<file path="src/rtl/adc_ctrl_pkg.sv">
package adc_ctrl_pkg;
   typedef enum logic [1:0] {
      ST_IDLE  = 2'd0,
      ST_SHIFT = 2'd1,
      ST_GAP   = 2'd2
   } ctrl_state_t;

   typedef enum logic [1:0] {
      FR_CONV  = 2'd0,
      FR_SLEEP = 2'd1,
      FR_WAKE  = 2'd2
   } frame_kind_t;
endpackage

</file>
<file path="src/rtl/adc_sck_gen.sv">
module adc_sck_gen #(
   parameter int DIV_HALF = 2
) (
   input  logic clk,
   input  logic rst_n,
   input  logic run,
   output logic sck,
   output logic rise_p,
   output logic fall_p
);
   localparam int DIV_W = (DIV_HALF > 1) ? $clog2(DIV_HALF) : 1;

   logic sck_q;
   logic tick;

   generate
      if (DIV_HALF < 1) begin : g_bad_div
         $error("adc_sck_gen: DIV_HALF must be at least 1");
      end

      if (DIV_HALF == 1) begin : g_direct
         assign tick = run;
      end else begin : g_divided
         logic [DIV_W-1:0] div_q;
         always_ff @(posedge clk or negedge rst_n) begin
            if (!rst_n) begin
               div_q <= '0;
            end else if (!run || div_q == DIV_W'(DIV_HALF - 1)) begin
               div_q <= '0;
            end else begin
               div_q <= div_q + DIV_W'(1);
            end
         end
         assign tick = run && (div_q == DIV_W'(DIV_HALF - 1));
      end
   endgenerate

   always_ff @(posedge clk or negedge rst_n) begin
      if (!rst_n) begin
         sck_q <= 1'b0;
      end else if (!run) begin
         sck_q <= 1'b0;
      end else if (tick) begin
         sck_q <= ~sck_q;
      end
   end

   assign sck    = sck_q;
   assign rise_p = tick && !sck_q;
   assign fall_p = tick && sck_q;
endmodule

</file>
<file path="src/rtl/adc_shift_capture.sv">
module adc_shift_capture #(
   parameter int DATA_W = 12,
   parameter int LEAD_W = 2
) (
   input  logic              clk,
   input  logic              rst_n,
   input  logic              clear,
   input  logic              cap,
   input  logic              sdo,
   input  logic              publish,
   output logic [DATA_W-1:0] data,
   output logic              valid,
   output logic              err
);
   localparam int WORD_W = LEAD_W + DATA_W;
   localparam int CNT_W  = $clog2(WORD_W + 1);

   logic [WORD_W-2:0] shreg_q;
   logic [CNT_W-1:0]  rise_q;
   logic [WORD_W-1:0] word_now;
   logic              last_bit;
   logic              lead_ok;

   assign word_now = {shreg_q, sdo};
   assign last_bit = cap && (rise_q == CNT_W'(WORD_W - 1));
   assign lead_ok  = (word_now[WORD_W-1 -: LEAD_W] == '0);

   always_ff @(posedge clk or negedge rst_n) begin
      if (!rst_n) begin
         shreg_q <= '0;
         rise_q  <= '0;
      end else if (clear) begin
         rise_q  <= '0;
      end else if (cap) begin
         shreg_q <= word_now[WORD_W-2:0];
         if (rise_q != CNT_W'(WORD_W)) begin
            rise_q <= rise_q + CNT_W'(1);
         end
      end
   end

   always_ff @(posedge clk or negedge rst_n) begin
      if (!rst_n) begin
         data  <= '0;
         valid <= 1'b0;
         err   <= 1'b0;
      end else begin
         valid <= last_bit && publish && lead_ok;
         err   <= last_bit && publish && !lead_ok;
         if (last_bit && publish && lead_ok) begin
            data <= word_now[DATA_W-1:0];
         end
      end
   end
endmodule

</file>
<file path="src/rtl/adc_frame_fsm.sv">
module adc_frame_fsm
   import adc_ctrl_pkg::*;
#(
   parameter int FRAME_SHORT = 14,
   parameter int FRAME_LONG  = 16,
   parameter int SLEEP_FALLS = 4,
   parameter int GAP_CLKS    = 6
) (
   input  logic        clk,
   input  logic        rst_n,
   input  logic        conv_req,
   input  logic        sleep_req,
   input  logic        wake_req,
   input  logic        long_frame,
   input  logic        fall_p,
   output logic        cs_n,
   output logic        run,
   output logic        start_p,
   output frame_kind_t kind,
   output logic        busy,
   output logic        powered
);
   localparam int CNT_W = $clog2(FRAME_LONG + 1);
   localparam int GAP_W = $clog2(GAP_CLKS + 1);

   ctrl_state_t      state_q;
   frame_kind_t      kind_q, go_kind;
   logic [CNT_W-1:0] lim_q, go_lim, fall_q;
   logic [GAP_W-1:0] gap_q;
   logic             cs_n_q, powered_q, go;

   always_comb begin
      go      = 1'b0;
      go_kind = FR_CONV;
      go_lim  = CNT_W'(FRAME_SHORT);
      if (state_q == ST_IDLE) begin
         if (conv_req && powered_q) begin
            go     = 1'b1;
            go_lim = long_frame ? CNT_W'(FRAME_LONG) : CNT_W'(FRAME_SHORT);
         end else if (sleep_req && powered_q) begin
            go      = 1'b1;
            go_kind = FR_SLEEP;
            go_lim  = CNT_W'(SLEEP_FALLS);
         end else if (wake_req && !powered_q) begin
            go      = 1'b1;
            go_kind = FR_WAKE;
            go_lim  = CNT_W'(FRAME_LONG);
         end
      end
   end

   always_ff @(posedge clk or negedge rst_n) begin
      if (!rst_n) begin
         state_q   <= ST_IDLE;
         kind_q    <= FR_CONV;
         lim_q     <= '0;
         fall_q    <= '0;
         gap_q     <= '0;
         cs_n_q    <= 1'b1;
         powered_q <= 1'b0;
      end else begin
         case (state_q)
            ST_IDLE: begin
               if (go) begin
                  state_q <= ST_SHIFT;
                  cs_n_q  <= 1'b0;
                  fall_q  <= '0;
                  kind_q  <= go_kind;
                  lim_q   <= go_lim;
               end
            end
            ST_SHIFT: begin
               if (fall_p) begin
                  fall_q <= fall_q + CNT_W'(1);
                  if (fall_q == lim_q - CNT_W'(1)) begin
                     state_q <= ST_GAP;
                     cs_n_q  <= 1'b1;
                     gap_q   <= '0;
                     if (kind_q == FR_SLEEP) powered_q <= 1'b0;
                     if (kind_q == FR_WAKE)  powered_q <= 1'b1;
                  end
               end
            end
            ST_GAP: begin
               gap_q <= gap_q + GAP_W'(1);
               if (gap_q == GAP_W'(GAP_CLKS - 1)) begin
                  state_q <= ST_IDLE;
               end
            end
            default: state_q <= ST_IDLE;
         endcase
      end
   end

   assign cs_n    = cs_n_q;
   assign run     = (state_q == ST_SHIFT);
   assign start_p = go;
   assign kind    = kind_q;
   assign busy    = (state_q != ST_IDLE);
   assign powered = powered_q;
endmodule

</file>
<file path="src/rtl/adc_serial_ctrl.sv">
module adc_serial_ctrl
   import adc_ctrl_pkg::*;
#(
   parameter int DATA_W      = 12,
   parameter int LEAD_W      = 2,
   parameter int TRAIL_W     = 2,
   parameter int DIV_HALF    = 2,
   parameter int GAP_CLKS    = 6,
   parameter int SLEEP_FALLS = 4
) (
   input  logic              clk,
   input  logic              rst_n,
   input  logic              conv_req_i,
   input  logic              sleep_req_i,
   input  logic              wake_req_i,
   input  logic              long_frame_i,
   input  logic              sdo_i,
   output logic              sck_o,
   output logic              cs_n_o,
   output logic [DATA_W-1:0] result_o,
   output logic              result_valid_o,
   output logic              frame_err_o,
   output logic              busy_o,
   output logic              powered_o
);
   localparam int FRAME_SHORT = LEAD_W + DATA_W;
   localparam int FRAME_LONG  = FRAME_SHORT + TRAIL_W;
   localparam int SLEEP_MIN   = 3;
   localparam int SLEEP_MAX   = 9;

   generate
      if (SLEEP_FALLS < SLEEP_MIN || SLEEP_FALLS > SLEEP_MAX) begin : g_bad_sleep
         $error("adc_serial_ctrl: SLEEP_FALLS out of range");
      end
      if (GAP_CLKS < 2 * DIV_HALF) begin : g_bad_gap
         $error("adc_serial_ctrl: GAP_CLKS shorter than one shift-clock period");
      end
      if (LEAD_W < 1 || DATA_W < 1) begin : g_bad_width
         $error("adc_serial_ctrl: widths must be positive");
      end
   endgenerate

   logic        run, rise_p, fall_p, start_p;
   frame_kind_t kind;

   adc_sck_gen #(.DIV_HALF(DIV_HALF)) u_sck (
      .clk    (clk),
      .rst_n  (rst_n),
      .run    (run),
      .sck    (sck_o),
      .rise_p (rise_p),
      .fall_p (fall_p)
   );

   adc_frame_fsm #(
      .FRAME_SHORT (FRAME_SHORT),
      .FRAME_LONG  (FRAME_LONG),
      .SLEEP_FALLS (SLEEP_FALLS),
      .GAP_CLKS    (GAP_CLKS)
   ) u_fsm (
      .clk        (clk),
      .rst_n      (rst_n),
      .conv_req   (conv_req_i),
      .sleep_req  (sleep_req_i),
      .wake_req   (wake_req_i),
      .long_frame (long_frame_i),
      .fall_p     (fall_p),
      .cs_n       (cs_n_o),
      .run        (run),
      .start_p    (start_p),
      .kind       (kind),
      .busy       (busy_o),
      .powered    (powered_o)
   );

   adc_shift_capture #(.DATA_W(DATA_W), .LEAD_W(LEAD_W)) u_cap (
      .clk     (clk),
      .rst_n   (rst_n),
      .clear   (start_p),
      .cap     (rise_p),
      .sdo     (sdo_i),
      .publish (kind == FR_CONV),
      .data    (result_o),
      .valid   (result_valid_o),
      .err     (frame_err_o)
   );
endmodule

</file>
<file path="config.mk">
export PLATFORM = sky130hd
export DESIGN_NAME = adc_serial_ctrl
export DESIGN_NICKNAME = d
export VERILOG_FILES = /design/src/rtl/adc_ctrl_pkg.sv /design/src/rtl/adc_sck_gen.sv /design/src/rtl/adc_shift_capture.sv /design/src/rtl/adc_frame_fsm.sv /design/src/rtl/adc_serial_ctrl.sv
export SDC_FILE = /design/constraint.sdc
export NUM_CORES = 1
export LEC_CHECK = 0
export BUFFER_PORTS_ARGS = -buffer_cell sky130_fd_sc_hd__buf_4
export CELL_PAD_IN_SITES_DETAIL_PLACEMENT = 1
export CELL_PAD_IN_SITES_GLOBAL_PLACEMENT = 1
export CORE_MARGIN = 5
export CORE_UTILIZATION = 28
export DETAILED_ROUTE_END_ITERATION = 10
export PLACE_DENSITY_LB_ADDON = 0.1
export SKIP_CTS_REPAIR_TIMING = 1
export SYNTH_ARGS = -nofsm -noshare
export SYNTH_HDL_FRONTEND = slang
export SYNTH_HIERARCHICAL = 1
export SYNTH_SLANG_ARGS = --single-unit
</file>
<file path="constraint.sdc">
create_clock -name clk -period 2.4 [get_ports clk]
set_input_delay 0.12 -clock clk [delete_from_list [all_inputs] [get_ports clk]]
set_output_delay 0.12 -clock clk [all_outputs]
set_load 0.1 [all_outputs]
</file>
* Word level (Yosys, flattened, before mapping)
Index checks and enable logic that the tools add are counted.
** Word-level totals
- Register bits after elaboration :: 52
- Output and inout port bits :: 18
- Logic and storage cells :: 100
** Operators by class
- $add $sub $neg :: 5
- Eq/ne operators :: 13
- Mux-type cells :: 34
- Bitwise operators :: 2
- Reduce and logical (&&, ||, !) cells :: 32
** Operator list (number)
- $mux 5 :: 6
- $mux 2 :: 7
- $mux 1 :: 12
- $mux 4 :: 3
- $reduce_and 4->1 :: 3
- $reduce_bool 2->1 :: 6
- $logic_and 1x1->1 :: 10
- $pmux 5 s2 :: 1
- $logic_not 2->1 :: 3
- $mux 3 :: 2
- $ne 2x2->1 const B :: 3
- $pmux 2 s3 :: 1
- $pmux 3 s2 :: 1
- $reduce_and 2->1 :: 3
- $reduce_and 3->1 :: 2
- $add 5x1->5 const B :: 1
- $eq 5x5->1 :: 1
- $sub 5x1->5 const B :: 1
- $add 4x1->4 const B :: 1
- $eq 2x1->1 const B :: 2
- $eq 2x2->1 const B :: 2
- $eq 4x4->1 const B :: 1
- $logic_not 1->1 :: 4
- $ne 2x1->1 const B :: 2
- other kinds (7) :: 8

* Depth between registers and ports, before layout
- Word-level depth :: 8
- Mapped depth :: 8
- Depth with buffers taken out :: 6

* Hierarchy
The synthesis kept the hierarchy.
** By module, submodules not included
- adc_shift_capture :: times used 1, cells an instance 85, area each 1300.0 sq um
- adc_frame_fsm :: times used 1, cells an instance 87, area each 909.6 sq um
- adc_sck_gen :: times used 1, cells an instance 8, area each 88.8 sq um
- adc_serial_ctrl :: times used 1, cells an instance 1, area each 3.8 sq um

* Worst setup path before layout
OpenSTA, ideal clock, no wires.
- Kind :: reg-to-reg
- Start point :: reg u_fsm.powered_q, in the netlist u_fsm/powered
- End point :: reg u_cap.shreg_q[0]
- Arrival time :: 2360 ps
- Path slack :: -85 ps
- Cell stages (with the launch flop) :: 8
- Path buffers :: 2
- Period minus slack after synthesis :: 2485 ps
- Cell sequence :: dfrtp_1 -> nor3b_1 -> or3_1 -> buf_6 -> clkinv_8 -> and2b_4 -> buf_2 -> mux2_2
** On the way
- Word-level cells in the longest chain between the ends :: 8
- Elaborated cells on any way between the ends :: 10
- Classes of those cells :: 4 x mux; 1 x bitwise; 5 x reduce/logical
** RTL lines
- start, declared :: RTL line adc_frame_fsm.sv:30 : logic cs_n_q, powered_q, go;
- start signal, assigned :: RTL line adc_frame_fsm.sv:60 : powered_q <= 1'b0;
- start signal, assigned :: RTL line adc_frame_fsm.sv:79 : if (kind_q == FR_SLEEP) powered_q <= 1'b0;
- start signal, assigned :: RTL line adc_frame_fsm.sv:80 : if (kind_q == FR_WAKE) powered_q <= 1'b1;
- $logic_not 1->1 :: RTL line adc_frame_fsm.sv:44 : end else if (wake_req && !powered_q) begin
- $logic_and 1x1->1 :: RTL line adc_frame_fsm.sv:44
- $mux 1 :: RTL line adc_frame_fsm.sv:44
- $mux 1 :: RTL line adc_frame_fsm.sv:40 : end else if (sleep_req && powered_q) begin
- $mux 1 * :: RTL line adc_frame_fsm.sv:37 : if (conv_req && powered_q) begin
- $mux 1 * :: RTL line adc_frame_fsm.sv:36 : if (state_q == ST_IDLE) begin
- via start_p :: RTL line adc_serial_ctrl.sv:43 : logic run, rise_p, fall_p, start_p;
- $not 1->1 (no line) *
- $reduce_and 2->1 (no line) *
- end signal, assigned :: RTL line adc_shift_capture.sv:35 : shreg_q <= word_now[WORD_W-2:0];
- end, declared :: RTL line adc_shift_capture.sv:18 : logic [WORD_W-2:0] shreg_q;
Mark *: on every way through the listed nets, which the timed path passes. The rest lies on a longest branch.
A chain may end at the register's enable or synchronous reset.

* Worst setup path after layout
- Start point :: reg u_fsm.state_q[1]
- End point :: reg u_cap.shreg_q[9]
** On the way
- Word-level cells in the longest chain between the ends :: 4
- Elaborated cells on any way between the ends :: 7
- Classes of those cells :: 1 x eq/ne; 1 x mux; 1 x bitwise; 4 x reduce/logical
** RTL lines
- start, declared :: RTL line adc_frame_fsm.sv:26 : ctrl_state_t state_q;
- start signal, assigned :: RTL line adc_frame_fsm.sv:54 : state_q <= ST_IDLE;
- start signal, assigned :: RTL line adc_frame_fsm.sv:65 : state_q <= ST_SHIFT;
- start signal, assigned :: RTL line adc_frame_fsm.sv:76 : state_q <= ST_GAP;
- $logic_not 2->1 :: RTL line adc_frame_fsm.sv:36
- $mux 1 :: RTL line adc_frame_fsm.sv:36
- via start_p :: RTL line adc_serial_ctrl.sv:43
- $not 1->1 (no line)
- $reduce_and 2->1 (no line)
The timed path passes the listed nets, and every way through them passes these cells.

==> run_results.csv <==
group,metric,value,unit
clocking,clk_pin_slew_worst_paths,0.09,ns
routing,via_count,1441,
global_route,gr-total-overflow,0,
final_layout,multiInputGateArea,965,um2
timing,finalSetupViolations,0,
routing,vias_per_cell,4.56,
setup_path,reg2reg_setup_slack,0.25,ns
routing,final_antenna_net_count,0,
timing,setup_ws,0.251,ns
routing,wl,4.68,mm
placement,gp_congestion,0.746,
synthesis,async_reset_ff_frac,1.00,
job,maxCapViolCount,0,
floorplan,die_height,101,um
clocking,numCtsBuffers,5,
timing,fmax,465,MHz
clocking,htreeDepth,2,
setup_path,slowest_delay,0.48,ns
setup_path,critPathLaunch,"u_fsm/state_q[1]",
global_route,grt_max_degree,51,
setup_path,crit_type,"reg -> reg",
clocking,cts_tree,"done",
setup_path,crit_required,2.58,ns
synthesis,synth-seq-area-share,0.544,
timing,fin_crit_sh,0.895,
global_route,met1_usage,0.133,
synthesis,netlist_area,2300,um2
timing,tightest_slew,0.657,ns
final_layout,register_area,1250,um2
synthesis,syn_avg_cell_area,12.7,um2
setup_path,worstPathArrival,2.33,ns
placement,portBuffers,24,
routing,wl_per_cell,14.8,um
floorplan,rows,33,
hold_path,min_path_type,"in -> reg",
setup_path,critPathSlowestCell,"dfrtp_1",
routing,dr.pass1.iters,4,
clocking,cts_buffer_depth,2,
final_layout,drive_gt1_frac,0.327,
synthesis,synth.net_count,197,
final_layout,mostFrequentLayoutCells,"dfrtp_1, buf_4, mux2_2",
routing,drt_iter0_drc,46,
floorplan,ioPinCount,25,
placement,dpl_worst_slack,0.260,ns
floorplan,die_x,101,um
timing,tns,0,ns
global_route,grtUsageMet3,0.0208,
global_route,grt-busiest-layer,"met2",
floorplan,dieArea,10100,um2
final_layout,fin_util,0.331,
timing,final.min_clock_period,2.15,ns
global_route,antenna_found_initial,0,
setup_path,end_kind,"register",
synthesis,yosys_most_used_dff,"dfrtp_1",
timing,hold_violations,0,
floorplan,initial_utilization,0.284,
final_layout,fillers,908,
floorplan,core_area,8090,um2
routing,drc,0,
global_route,grt_usage,0.102,
power_and_ir_drop,peakVddDrop,0.535,mV
synthesis,synthDistinctLibCells,45,
clocking,ctsRootBufferMaster,"clkbuf_8",
final_layout,area_growth,16.5,%
global_route,grt_pass1_vias,1577,
setup_path,r2r_start,"u_fsm/state_q[1]",
placement,place_hpwl,3.35,mm
timing,whs,0.0355,ns
power_and_ir_drop,p_leak,0.00130,uW
synthesis,yosys_warnings,6,
power_and_ir_drop,power.density,1290,nW/um2
setup_path,setup.worst_path.end,"u_cap/shreg_q[9]",
synthesis,syn_inst,181,
setup_path,path_buf_inv,2,
setup_path,critPathTopFamily,"simple AND/OR/NAND/NOR gates",
timing,skew,0.00980,ns
clocking,insertion_delay,0.30,ns
timing,slew_headroom,0.562,
final_layout,nets,226,
setup_path,critPathMaxFanout,13,
timing,rsz0062_at_grt,"no",
setup_path,reg2reg_depth,6,
global_route,use_met2,0.169,
setup_path,crit_cells,6,
final_layout,antennaDiodeCount,0,
clocking,cts_sinks,50,
synthesis,synth_edf_count,0,
final_layout,final_common_cell,"dfrtp_1",
global_route,grt_pass1_wl,8.12,mm
setup_path,start_kind,"register",
outcome,status,"completed",
setup_path,worstPathCellList,"nor2_2 > inv_1 > or3_1 > clkinv_8 > and2b_4 > mux2_2",
timing,slew_viol_final,0,
synthesis,ys_ff_latch,50,
setup_path,r2r_end,"u_cap/shreg_q[9]",
[layer usage]
layer	share of wire	vias to the layer above	wire, um
met5	0	-	0
met4	0.013	0	59
met2	0.50	13	2320
li1	-	685	-
met1	0.47	738	2190
met3	0.022	5	105
[where the power goes]
| group | total [uW] | internal [uW] | switching [uW] |
|---|---|---|---|
| combinational | 1590 | 589 | 999 |
| sequential | 1390 | 1130 | 261 |
| clock | 477 | 207 | 270 |
| total | 3460 | 1930 | 1530 |
[area by class of cell]
type | count | area share
tap | 105 | 0.0490
inverter | 10 | 0.0187
clock buffer | 7 | 0.0285
multi-input combinational | 117 | 0.360
sequential | 50 | 0.468
timing repair buffer | 26 | 0.0737
clock inverter | 1 | 0.00280
[worst min path at each step]
stage | start | end | depth (start not counted)
2_1_floorplan | rst_n | u_cap/data[0] | 0
3_3_place_gp | rst_n | u_cap/valid | 1
3_5_place_dp | rst_n | u_cap/valid | 1
4_1_cts | rst_n | u_cap/valid | 1
5_1_grt | long_frame_i | u_fsm/lim_q[3] | 2
6_report | long_frame_i | u_fsm/lim_q[3] | 2
[cell usage after synthesis (2+ instances only)]
| cell | number | share of area |
|---|---|---|
| a211oi_1 | 2 | 0.0065 |
| a21o_1 | 2 | 0.0065 |
| a21oi_1 | 5 | 0.011 |
| a31oi_1 | 2 | 0.0054 |
| and2b_1 | 2 | 0.0065 |
| buf_6 | 2 | 0.0098 |
| dfrtp_1 | 49 | 0.53 |
| ha_1 | 9 | 0.049 |
| inv_1 | 9 | 0.015 |
| mux2_2 | 16 | 0.078 |
| mux2_4 | 9 | 0.059 |
| nand2_1 | 9 | 0.015 |
| nand2b_1 | 2 | 0.0054 |
| nand3_1 | 5 | 0.011 |
| nand4_1 | 3 | 0.0082 |
| nor2_1 | 13 | 0.021 |
| nor3_1 | 4 | 0.0087 |
| o21ai_0 | 3 | 0.0065 |
| xnor2_1 | 2 | 0.0076 |
| xor2_1 | 8 | 0.030 |
[through the flow]
stage / cell area [um2] / total power [uW] / std cells
2_1_floorplan: 2300 / 2640 / 181
3_3_place_gp: 2590 / 2950 / 307
3_5_place_dp: 2590 / 3020 / 307
4_1_cts: 2670 / 3520 / 315
5_1_grt: 2680 / 3710 / 316
6_report: 2680 / 3460 / 316
[cell families (layout without fill, tap and decap cells)]
kind of cell	Yosys count	after routing	share of synthesized area
buffers and inverters	14	44	0.0370
multiplexers	26	26	0.142
AND/OR/NAND/NOR	53	53	0.136
flip-flops	50	50	0.544
adder cells (fa/ha/maj)	9	9	0.0489
XOR/XNOR	10	10	0.0380
AO/OA/AOI/OAI	19	19	0.0538
[worst register-to-register path: stages (launching register included)]
cell,delay [ns]
dfrtp_1,0.48
nor2_2,0.07
inv_1,0.11
or3_1,0.44
clkinv_8,0.16
and2b_4,0.40
mux2_2,0.38
[registers in the layout, indices dropped and copies added (netlist names)]
| name | cells |
|---|---|
| u_fsm/fall_q | 5 |
| u_sck/g_divided.div_q | 1 |
| u_cap/data | 12 |
| u_cap/rise_q | 4 |
| u_sck/sck | 1 |
| u_fsm/cs_n | 1 |
| u_cap/valid | 1 |
| u_cap/err | 1 |
| u_fsm/kind | 2 |
| u_cap/shreg_q | 13 |
| u_fsm/gap_q | 3 |
| u_fsm/powered | 1 |
| u_fsm/lim_q | 3 |
| u_fsm/state_q | 2 |
(Power assumes the default switching activity.)
